--- src/rtl/sdac_pkg.sv ---
package sdac_pkg;
  localparam int FRAME_W       = 24;
  localparam int ADDR_W        = 3;
  localparam int DATA_W        = FRAME_W - 1 - ADDR_W;
  localparam int CODE_W        = 18;
  localparam int PAD_W         = DATA_W - CODE_W;
  localparam int SWC_LOAD_BIT  = 0;
  localparam int SWC_CLEAR_BIT = 1;

  typedef enum logic [ADDR_W-1:0] {
    REG_NOP  = 3'd0,
    REG_DAC  = 3'd1,
    REG_CTRL = 3'd2,
    REG_CLR  = 3'd3,
    REG_SWC  = 3'd4
  } reg_sel_e;

  typedef struct packed {
    logic              rd;
    logic [ADDR_W-1:0] addr;
    logic [DATA_W-1:0] data;
  } frame_t;
endpackage

--- src/rtl/sdac_pin_sync.sv ---
module sdac_pin_sync #(
  parameter int             W       = 3,
  parameter int             STAGES  = 2,
  parameter logic [W-1:0]   RST_VAL = '0
) (
  input  logic         clk,
  input  logic         rst_n,
  input  logic [W-1:0] pin_i,
  output logic [W-1:0] lvl_o,
  output logic [W-1:0] rise_o,
  output logic [W-1:0] fall_o
);
  logic [STAGES:0][W-1:0] stg_q;
  logic [STAGES:0][W-1:0] stg_d;
  logic [W-1:0]           prev;

  assign stg_d[0] = pin_i;
  for (genvar g = 1; g <= STAGES; g++) begin : g_stage
    assign stg_d[g] = stg_q[g-1];
  end

  always_ff @(posedge clk or negedge rst_n) begin
    if (!rst_n) stg_q <= {(STAGES+1){RST_VAL}};
    else        stg_q <= stg_d;
  end

  assign lvl_o  = stg_q[STAGES-1];
  assign prev   = stg_q[STAGES];
  assign rise_o = lvl_o & ~prev;
  assign fall_o = ~lvl_o & prev;
endmodule

--- src/rtl/sdac_frame_rx.sv ---
module sdac_frame_rx
  import sdac_pkg::*;
(
  input  logic   clk,
  input  logic   rst_n,
  input  logic   sync_lvl_i,
  input  logic   sync_fall_i,
  input  logic   sync_rise_i,
  input  logic   sclk_fall_i,
  input  logic   sdi_i,
  output logic   cmd_vld_o,
  output frame_t cmd_o
);
  localparam int CNT_W = $clog2(FRAME_W + 2);
  localparam logic [CNT_W-1:0] CNT_MAX  = CNT_W'(FRAME_W + 1);
  localparam logic [CNT_W-1:0] CNT_FULL = CNT_W'(FRAME_W);

  logic [FRAME_W-1:0] sh_q, sh_d;
  logic [CNT_W-1:0]   cnt_q, cnt_d;
  logic               vld_q, vld_d;
  logic               sh_en, cnt_en;

  always_comb begin
    sh_d   = sh_q;
    cnt_d  = cnt_q;
    sh_en  = 1'b0;
    cnt_en = 1'b0;
    vld_d  = 1'b0;
    if (sync_fall_i) begin
      cnt_d  = '0;
      cnt_en = 1'b1;
    end else if (sclk_fall_i && !sync_lvl_i) begin
      sh_d  = {sh_q[FRAME_W-2:0], sdi_i};
      sh_en = 1'b1;
      if (cnt_q != CNT_MAX) begin
        cnt_d  = cnt_q + 1'b1;
        cnt_en = 1'b1;
      end
    end
    if (sync_rise_i) vld_d = (cnt_q == CNT_FULL);
  end

  always_ff @(posedge clk or negedge rst_n) begin
    if (!rst_n)     sh_q <= '0;
    else if (sh_en) sh_q <= sh_d;
  end

  always_ff @(posedge clk or negedge rst_n) begin
    if (!rst_n)      cnt_q <= '0;
    else if (cnt_en) cnt_q <= cnt_d;
  end

  always_ff @(posedge clk or negedge rst_n) begin
    if (!rst_n) vld_q <= 1'b0;
    else        vld_q <= vld_d;
  end

  assign cmd_vld_o = vld_q;
  assign cmd_o     = frame_t'(sh_q);
endmodule

--- src/rtl/sdac_regfile.sv ---
module sdac_regfile
  import sdac_pkg::*;
(
  input  logic               clk,
  input  logic               rst_n,
  input  logic               cmd_vld_i,
  input  frame_t             cmd_i,
  output logic [CODE_W-1:0]  dac_code_o,
  output logic               dac_valid_o,
  output logic               load_o,
  output logic [DATA_W-1:0]  ctrl_o,
  output logic               rd_load_o,
  output logic [FRAME_W-1:0] rd_word_o
);
  logic [CODE_W-1:0]  dac_q, dac_d;
  logic [DATA_W-1:0]  ctrl_q, clr_q;
  logic               dac_en, ctrl_en, clr_en;
  logic               valid_q, valid_d, load_q, load_d;
  logic               rdld_q, rdld_d;
  logic [FRAME_W-1:0] rdw_q, rdw_d;
  logic [DATA_W-1:0]  rd_data;
  logic               wr;

  assign wr = cmd_vld_i && !cmd_i.rd;

  always_comb begin
    dac_d   = dac_q;
    dac_en  = 1'b0;
    ctrl_en = 1'b0;
    clr_en  = 1'b0;
    valid_d = 1'b0;
    load_d  = 1'b0;
    if (wr) begin
      case (cmd_i.addr)
        REG_DAC: begin
          dac_d   = cmd_i.data[DATA_W-1:PAD_W];
          dac_en  = 1'b1;
          valid_d = 1'b1;
        end
        REG_CTRL: ctrl_en = 1'b1;
        REG_CLR:  clr_en  = 1'b1;
        REG_SWC: begin
          load_d = cmd_i.data[SWC_LOAD_BIT];
          if (cmd_i.data[SWC_CLEAR_BIT]) begin
            dac_d   = clr_q[DATA_W-1:PAD_W];
            dac_en  = 1'b1;
            valid_d = 1'b1;
          end
        end
        default: ;
      endcase
    end
  end

  always_comb begin
    case (cmd_i.addr)
      REG_DAC:  rd_data = {dac_q, {PAD_W{1'b0}}};
      REG_CTRL: rd_data = ctrl_q;
      REG_CLR:  rd_data = clr_q;
      default:  rd_data = '0;
    endcase
    rdld_d = cmd_vld_i && cmd_i.rd;
    rdw_d  = {1'b1, cmd_i.addr, rd_data};
  end

  always_ff @(posedge clk or negedge rst_n) begin
    if (!rst_n)      dac_q <= '0;
    else if (dac_en) dac_q <= dac_d;
  end

  always_ff @(posedge clk or negedge rst_n) begin
    if (!rst_n)       ctrl_q <= '0;
    else if (ctrl_en) ctrl_q <= cmd_i.data;
  end

  always_ff @(posedge clk or negedge rst_n) begin
    if (!rst_n)      clr_q <= '0;
    else if (clr_en) clr_q <= cmd_i.data;
  end

  always_ff @(posedge clk or negedge rst_n) begin
    if (!rst_n) begin
      valid_q <= 1'b0;
      load_q  <= 1'b0;
      rdld_q  <= 1'b0;
    end else begin
      valid_q <= valid_d;
      load_q  <= load_d;
      rdld_q  <= rdld_d;
    end
  end

  always_ff @(posedge clk or negedge rst_n) begin
    if (!rst_n)      rdw_q <= '0;
    else if (rdld_d) rdw_q <= rdw_d;
  end

  assign dac_code_o  = dac_q;
  assign dac_valid_o = valid_q;
  assign load_o      = load_q;
  assign ctrl_o      = ctrl_q;
  assign rd_load_o   = rdld_q;
  assign rd_word_o   = rdw_q;
endmodule

--- src/rtl/sdac_tx_shift.sv ---
module sdac_tx_shift #(
  parameter int W = 24
) (
  input  logic         clk,
  input  logic         rst_n,
  input  logic         load_i,
  input  logic [W-1:0] word_i,
  input  logic         shift_i,
  output logic         sdo_o
);
  logic [W-1:0] tx_q, tx_d;
  logic         tx_en;

  always_comb begin
    tx_d  = tx_q;
    tx_en = 1'b0;
    if (load_i) begin
      tx_d  = word_i;
      tx_en = 1'b1;
    end else if (shift_i) begin
      tx_d  = {tx_q[W-2:0], 1'b0};
      tx_en = 1'b1;
    end
  end

  always_ff @(posedge clk or negedge rst_n) begin
    if (!rst_n)     tx_q <= '0;
    else if (tx_en) tx_q <= tx_d;
  end

  assign sdo_o = tx_q[W-1];
endmodule

--- src/rtl/sdac_regif.sv ---
module sdac_regif
  import sdac_pkg::*;
#(
  parameter int SYNC_STAGES = 2
) (
  input  logic              clk,
  input  logic              rst_n,
  input  logic              sync_n_i,
  input  logic              sclk_i,
  input  logic              sdi_i,
  output logic              sdo_o,
  output logic [CODE_W-1:0] dac_code_o,
  output logic              dac_valid_o,
  output logic              load_o,
  output logic [DATA_W-1:0] ctrl_o
);
  localparam int PIN_N   = 3;
  localparam int P_SYNC  = 0;
  localparam int P_SCLK  = 1;
  localparam int P_SDI   = 2;
  localparam logic [PIN_N-1:0] PIN_RST = PIN_N'(1) << P_SYNC;

  logic                rst_q1, rst_sync_n;
  logic [PIN_N-1:0]    pin_raw, pin_lvl, pin_rise, pin_fall;
  logic                sync_lvl, sync_rise, sync_fall, sclk_fall, shift_en;
  logic                cmd_vld;
  frame_t              cmd;
  logic                rd_load;
  logic [FRAME_W-1:0]  rd_word;

  always_ff @(posedge clk or negedge rst_n) begin
    if (!rst_n) begin
      rst_q1     <= 1'b0;
      rst_sync_n <= 1'b0;
    end else begin
      rst_q1     <= 1'b1;
      rst_sync_n <= rst_q1;
    end
  end

  assign pin_raw[P_SYNC] = sync_n_i;
  assign pin_raw[P_SCLK] = sclk_i;
  assign pin_raw[P_SDI]  = sdi_i;

  sdac_pin_sync #(.W(PIN_N), .STAGES(SYNC_STAGES), .RST_VAL(PIN_RST)) u_pins (
    .clk    (clk),
    .rst_n  (rst_sync_n),
    .pin_i  (pin_raw),
    .lvl_o  (pin_lvl),
    .rise_o (pin_rise),
    .fall_o (pin_fall)
  );

  assign sync_lvl  = pin_lvl[P_SYNC];
  assign sync_rise = pin_rise[P_SYNC];
  assign sync_fall = pin_fall[P_SYNC];
  assign sclk_fall = pin_fall[P_SCLK];
  assign shift_en  = sclk_fall && !sync_lvl;

  sdac_frame_rx u_rx (
    .clk         (clk),
    .rst_n       (rst_sync_n),
    .sync_lvl_i  (sync_lvl),
    .sync_fall_i (sync_fall),
    .sync_rise_i (sync_rise),
    .sclk_fall_i (sclk_fall),
    .sdi_i       (pin_lvl[P_SDI]),
    .cmd_vld_o   (cmd_vld),
    .cmd_o       (cmd)
  );

  sdac_regfile u_regs (
    .clk         (clk),
    .rst_n       (rst_sync_n),
    .cmd_vld_i   (cmd_vld),
    .cmd_i       (cmd),
    .dac_code_o  (dac_code_o),
    .dac_valid_o (dac_valid_o),
    .load_o      (load_o),
    .ctrl_o      (ctrl_o),
    .rd_load_o   (rd_load),
    .rd_word_o   (rd_word)
  );

  sdac_tx_shift #(.W(FRAME_W)) u_tx (
    .clk     (clk),
    .rst_n   (rst_sync_n),
    .load_i  (rd_load),
    .word_i  (rd_word),
    .shift_i (shift_en),
    .sdo_o   (sdo_o)
  );
endmodule

--- config.mk ---
export PLATFORM = sky130hd
export DESIGN_NAME = sdac_regif
export DESIGN_NICKNAME = d
export VERILOG_FILES = /design/src/rtl/sdac_pkg.sv /design/src/rtl/sdac_pin_sync.sv /design/src/rtl/sdac_frame_rx.sv /design/src/rtl/sdac_regfile.sv /design/src/rtl/sdac_tx_shift.sv /design/src/rtl/sdac_regif.sv
export SDC_FILE = /design/constraint.sdc
export NUM_CORES = 1
export LEC_CHECK = 0
export BUFFER_PORTS_ARGS = -buffer_cell sky130_fd_sc_hd__buf_4
export CORE_AREA = 2 2 159 99
export DETAILED_ROUTE_END_ITERATION = 7
export DIE_AREA = 0 0 161 101
export PLACE_DENSITY_LB_ADDON = 0.25
export SETUP_SLACK_MARGIN = 0.5
export SKIP_CTS_REPAIR_TIMING = 1
export SKIP_LAST_GASP = 1
export SYNTH_ARGS = -nofsm -noshare
export SYNTH_HDL_FRONTEND = slang
export SYNTH_SLANG_ARGS = --single-unit
--- constraint.sdc ---
create_clock -name clk -period 11.6 [get_ports clk]
set_input_delay 1.16 -clock clk [delete_from_list [all_inputs] [get_ports clk]]
set_output_delay 1.16 -clock clk [all_outputs]
set_load 0.005 [all_outputs]
======== Word-level counts from Yosys, hierarchy flattened ========
Cells that the tools add are included.
storage, ports and cells
  bits in registers ....................... 149
  latch bits .............................. 0
  bits in writable memories ............... 0
  ROM bits ................................ 0
  bits of input ports ..................... 5
  output and inout port bits .............. 41
  logic and storage cells ................. 66
  memories kept ........................... 0
cells by class
  add/sub/neg operators ................... 1
  $mul .................................... 0
  divide/modulo/power cells ............... 0
  order comparisons ....................... 0
  equality and inequality tests ........... 7
  shifts and indexed selects .............. 0
  multiplexer cells ....................... 24
  bitwise gates (word level) .............. 5
  reduce and logical (&&, ||, !) cells .... 13
operators with widths
  operator                                                          number
  20-bit one-hot mux with 3 select lines                            1
  24-bit 2-to-1 mux                                                 2
  18-bit one-hot mux with 2 select lines                            1
  18-bit 2-to-1 mux                                                 1
  1-bit 2-to-1 mux                                                  15
  5-bit 2-to-1 mux                                                  3
  2-bit nonzero test                                                4
  3-bit by 2-bit == test with 1-bit output (second input constant)  2
  3-bit AND reduction                                               2
  5-bit by 1-bit adder with 5-bit output (second input constant)    1
  5-bit == test (second input constant)                             1
  5-bit != test (second input constant)                             1
  4-bit AND reduction                                               1
  3-bit by 1-bit == test with 1-bit output (second input constant)  1
  3-bit == test (second input constant)                             1
  1-bit logical AND                                                 3
  2-bit bitwise AND                                                 1
  1-bit zero test                                                   2
  2-bit != test (second input constant)                             1
  1-bit inverter                                                    2
  2-bit inverter                                                    1
  1-bit one-hot mux with 2 select lines                             1
  2-bit AND reduction                                               1
  1-bit bitwise AND                                                 1

======== Logic depth before layout (Yosys ltp) ========
  word-level depth ........................ 6
  mapped depth ............................ 6
  depth with buffers taken out ............ 5

======== By module ========
Synthesis repeated with hierarchy kept, for this count alone.
second synthesis, totals
  cell total of the unflattened synthesis .. 491
  area total of the unflattened synthesis .. 6,580.1 um2
modules (own cells, without submodules)
  module         times used  cells each  area each (um2)  sequential area each (um2)
  sdac_regfile   1           277         3,782.4          2,127.0
  sdac_frame_rx  1           88          1,298.7          750.7
  sdac_tx_shift  1           104         1,127.3          600.6
  sdac_pin_sync  1           18          304.0            229.0
  sdac_regif     1           4           67.6             50.0

======== Worst setup path after synthesis ========
Ideal clock, no wire load.
  kind .................................... register to register
  from .................................... reg u_rx.sh_q[20], in the netlist u_rx.cmd_o[20]
  to ...................................... reg u_regs.dac_q[16], in the netlist u_regs.dac_code_o[16]
  setup time .............................. 0.127 ns
  data arrival time ....................... 1.695 ns
  data required time ...................... 11.473 ns
  slack ................................... 9.777 ns
  cell stages (with the launch flop) ...... 7
  buffers on the path ..................... 3
  clock period less this slack ............ 1.823 ns
  cell sequence ........................... dfrtp_1 buf_4 nor3b_1 buf_2 buf_4 mux2_2 mux2_1
between the ends
  word-level cells in the longest chain between the ends .. 4
  elaborated cells between the ends (all ways) .. 8
  classes of those cells .................. eq/ne (3); mux (3); reduce/logical (2)
RTL lines
  element                                                                    line                 RTL
  start: declaration                                                         sdac_frame_rx.sv:18  logic [FRAME_W-1:0] sh_q, sh_d;
  start signal: assignment                                                   sdac_frame_rx.sv:44  if (!rst_n) sh_q <= '0;
  start signal: assignment                                                   sdac_frame_rx.sv:45  else if (sh_en) sh_q <= sh_d;
  3-bit == test or 3-bit by 1-bit == test with 1-bit output (tied branches)  sdac_regfile.sv:34   case (cmd_i.addr)
  1-bit one-hot mux with 2 select lines                                      sdac_regfile.sv:34
  1-bit 2-to-1 mux                                                           sdac_regfile.sv:33   if (wr) begin
  4-bit AND reduction (no source line)                                       --
  end signal: assignment                                                     sdac_regfile.sv:67   if (!rst_n) dac_q <= '0;
  end signal: assignment                                                     sdac_regfile.sv:68   else if (dac_en) dac_q <= dac_d;
  end: declaration                                                           sdac_regfile.sv:15   logic [CODE_W-1:0] dac_q, dac_d;
Parallel ways exist; a longest one is shown, timed or not.
A chain may end at the register's enable or synchronous reset.

======== Worst setup path after layout ========
  from .................................... reg u_rx.sh_q[21], in the netlist u_rx.cmd_o[21]
  to ...................................... reg u_regs.clr_q[17]
between the ends
  word-level cells in the longest chain between the ends .. 3
RTL lines
  element                                   line                RTL
  3-bit by 2-bit == test with 1-bit output  sdac_regfile.sv:34
  1-bit 2-to-1 mux                          sdac_regfile.sv:34
  1-bit 2-to-1 mux                          sdac_regfile.sv:33
  end signal: assignment                    sdac_regfile.sv:78  else if (clr_en) clr_q <= cmd_i.data;
  end: declaration                          sdac_regfile.sv:16  logic [DATA_W-1:0] ctrl_q, clr_q;
No other way between the ends.

==> impl_metrics.py <==
metrics = {
    "die": {
        "initial_core_util": 0.428,
        "die_x_um": 161,
        "core_area_sq_um": 14900,
        "rows": 35,
        "fp.dieH_um": 101,
        "dieArea_sq_um": 16300,
        "io_pins": 46,
    },
    "critical_path": {
        "rrSetupSlack_ps": 9090,
        "critPathKind": "reg2reg",
        "end_kind": "flip-flop",
        "reg2reg_to": "u_regs.clr_q[17]",
        "crit_buf_inv": 1,
        "startpoint": "u_rx.cmd_o[21]",
        "worst-r2r-cell-count": 4,
        "worstPathMaxFanout": 26,
        "path_cells": "buf_4 > nor2b_1 > nand3_1 > mux2_2",
        "critical_path.endpoint": "u_regs.clr_q[17]",
        "crit_path_max_incr_delay_ps": 870,
        "r2r-start": "u_rx.cmd_o[21]",
        "worst_ep_required_time_ps": 11880,
        "worst-path-stages": 4,
        "slowest_stage": "nand3_1",
        "arrival_ps": 2790,
        "crit_family": "simple AND/OR/NAND/NOR gates",
        "worstSetupStartpointType": "flip-flop",
    },
    "timing": {
        "finalSetupTns_ps": 0,
        "slew_headroom": 0.202,
        "fin_crit_ps": 2510,
        "fin_skew_ps": 9.60,
        "fin_crit_sh": 0.216,
        "hold_viol": 0,
        "rsz0062_at_grt": "false",
        "drv_slew": 0,
        "setup_viol_count_final": 0,
        "worst_slew_pin_slew_ps": 1190,
        "fmax_ghz": 0.399,
    },
    "route": {
        "first_pass_iters": 4,
        "ant_nets": 0,
        "drc": 0,
        "drtIter0Drc": 143,
        "wirelength_um": 13000,
        "wire_per_inst_um": 17.6,
        "drt-vias-per-instance": 5.23,
        "vias": 3860,
    },
    "run": {
        "drv_cap": 0,
    },
    "logic_synthesis": {
        "synth_cells": 479,
        "yosysTopAreaCell": "dfrtp_1",
        "async_flop_share": 1.00,
        "netlist_top_cells_area": "dfrtp_1, mux2_2, mux2i_1",
        "ys_seq_area_frac": 0.586,
        "netlist_area_sq_um": 6370,
        "synthDistinctLibCells": 36,
        "synth_edf_count": 0,
        "syn_nets": 487,
        "ys.flop_type": "dfrtp_1",
        "synth-seq-cells": 149,
        "synth_top_area_frac": 0.573,
        "ys_warn_count": 0,
        "syn_area_per_cell_sq_um": 13.3,
    },
    "cts": {
        "clock_path_buffers": 2,
        "clk_latency_ps": 410,
        "cts-buffers-inserted": 17,
        "clkTransAtPathRegs_ps": 60,
        "clock-sinks": 149,
        "htree_levels": 4,
        "cts_tree": "done",
        "cts_root_buf": "clkbuf_16",
    },
    "placed_design": {
        "finalWeightedCongestion": 0.771,
        "io_buffers": 45,
        "hpwl_um": 8200,
        "placed_area_sq_um": 6900,
    },
    "layout": {
        "fin_nets": 530,
        "antenna_cells": 0,
        "drive_above_1_share": 0.398,
        "syn2layout_area_growth_pct": 18.1,
        "fillers": 1268,
        "final_cell_area_sq_um": 7520,
    },
    "power": {
        "p_leak_nw": 3.59,
        "ir_drop_uv": 84.6,
        "p_per_area_nw_per_um2": 153,
    },
    "min_path": {
        "holdCritPathClass": "reg2reg",
    },
    "global_routing": {
        "grt_pass1_wl_um": 21800,
        "grtUsageTotal": 0.174,
        "antenna_found_initial": 0,
        "grt_max_degree": 77,
        "grt_pass1_vias": 3963,
        "grt-ovfl-total": 0,
    },
    "outcome": {
        "status": "complete, no violations",
    },
}
==> sequential cells by signal (all words and copies together), names as in the netlist, 2 cells and up <==
register	cells
u_regs.clr_q	20
u_tx.tx_q	24
u_regs.ctrl_o	20
u_rx.cmd_o	24
u_regs.dac_code_o	18
u_pins.prev	2
u_rx.cnt_q	5
u_regs.rd_word_o	24
u_pins.lvl_o	3
u_pins.stg_d	3
==> report_power, final <==
group          leakage (nW)  switching [mW]  internal (mW)  total (mW)
Clock                 0.294           0.212          0.367       0.579
Combinational          1.24          0.0122         0.0121      0.0243
Sequential             2.05          0.0153          0.529       0.544
==> cell usage in the layout, fill, tap and decap left out, drive strengths merged, types with 3 or more instances in the layout <==
master	count
nand2b	3
nand2	46
o21ai	46
ha	3
nor3b	3
nor2b	5
nor2	5
clkbuf	21
bufinv	4
mux2i	26
buf	53
clkinvlp	3
a22oi	18
dfrtp	146
inv	6
mux2	122
dfstp	3
==> logic make-up (layout without fill, tap and decap cells) <==
family | after synthesis | after routing | share of synthesized area
compound gates | 70 | 70 | 0.0660
fa+ha+maj | 3 | 3 | 0.00589
buf+inv | 33 | 89 | 0.0251
flops | 149 | 149 | 0.586
mux | 148 | 148 | 0.256
other cells | 1 | 1 | 0.000588
simple gates | 75 | 75 | 0.0603
==> stage by stage <==
step | power, mW | hold slack (ps) | std cells | utilization | setup slack [ps]
2_1_floorplan | 0.568 | 331 | 479 | - | 7150
3_3_place_gp | 0.577 | 337 | 706 | 0.463 | 9190
3_5_place_dp | 0.579 | 338 | 706 | 0.463 | 9080
4_1_cts | 1.16 | 356 | 738 | 0.505 | 9090
5_1_grt | 1.19 | 363 | 738 | 0.505 | 8960
6_report | 1.15 | 353 | 738 | 0.505 | 9090
==> layer usage <==
metal  track usage  up-vias  part of all wire
met5             0        -                 0
met4        0.0577        0            0.0091
met3        0.0399       11             0.042
met2         0.250       75              0.42
met1         0.261     1974              0.52
li1              -     1800                 -
==> Yosys cell counts, types with 2 or more instances <==
cell and count:
ha_1 3, inv_1 4, a21oi_1 2, nor3b_1 2, nand2_1 46, and3_1 2, buf_2 11, nand2b_1 3
mux2i_1 26, nor2_1 4, o21ai_0 46, mux2_2 121, nand3_1 2, clkbuf_1 12, a22oi_1 18, dfrtp_1 146
dfstp_2 3, buf_4 4, or3_1 2, nor4bb_1 2, nor2b_1 5
==> area by class of cell <==
type                       instances  area, sq um  area share
timing repair buffer              53          398      0.0529
multi-input combinational        297         2500       0.332
inverter                           4         15.0     0.00200
tap                              203          254      0.0338
clock buffer                      21          450      0.0599
sequential                       149         3740       0.497
clock inverter                    11          174      0.0231
==> how the worst min path moves through the flow <==
| stage | from | to | slack [ps] | depth (start not counted) |
|---|---|---|---|---|
| 2_1_floorplan | rst_q1 | rst_sync_n | 330 | 0 |
| 3_3_place_gp | u_pins.stg_d[5] | u_pins.lvl_o[2] | 340 | 0 |
| 3_5_place_dp | rst_q1 | rst_sync_n | 340 | 0 |
| 4_1_cts | u_pins.stg_d[3] | u_pins.lvl_o[0] | 360 | 0 |
| 5_1_grt | u_pins.stg_d[4] | u_pins.lvl_o[1] | 360 | 0 |
| 6_report | u_pins.stg_d[5] | u_pins.lvl_o[2] | 350 | 0 |
Power figures use the tool's default switching activity.
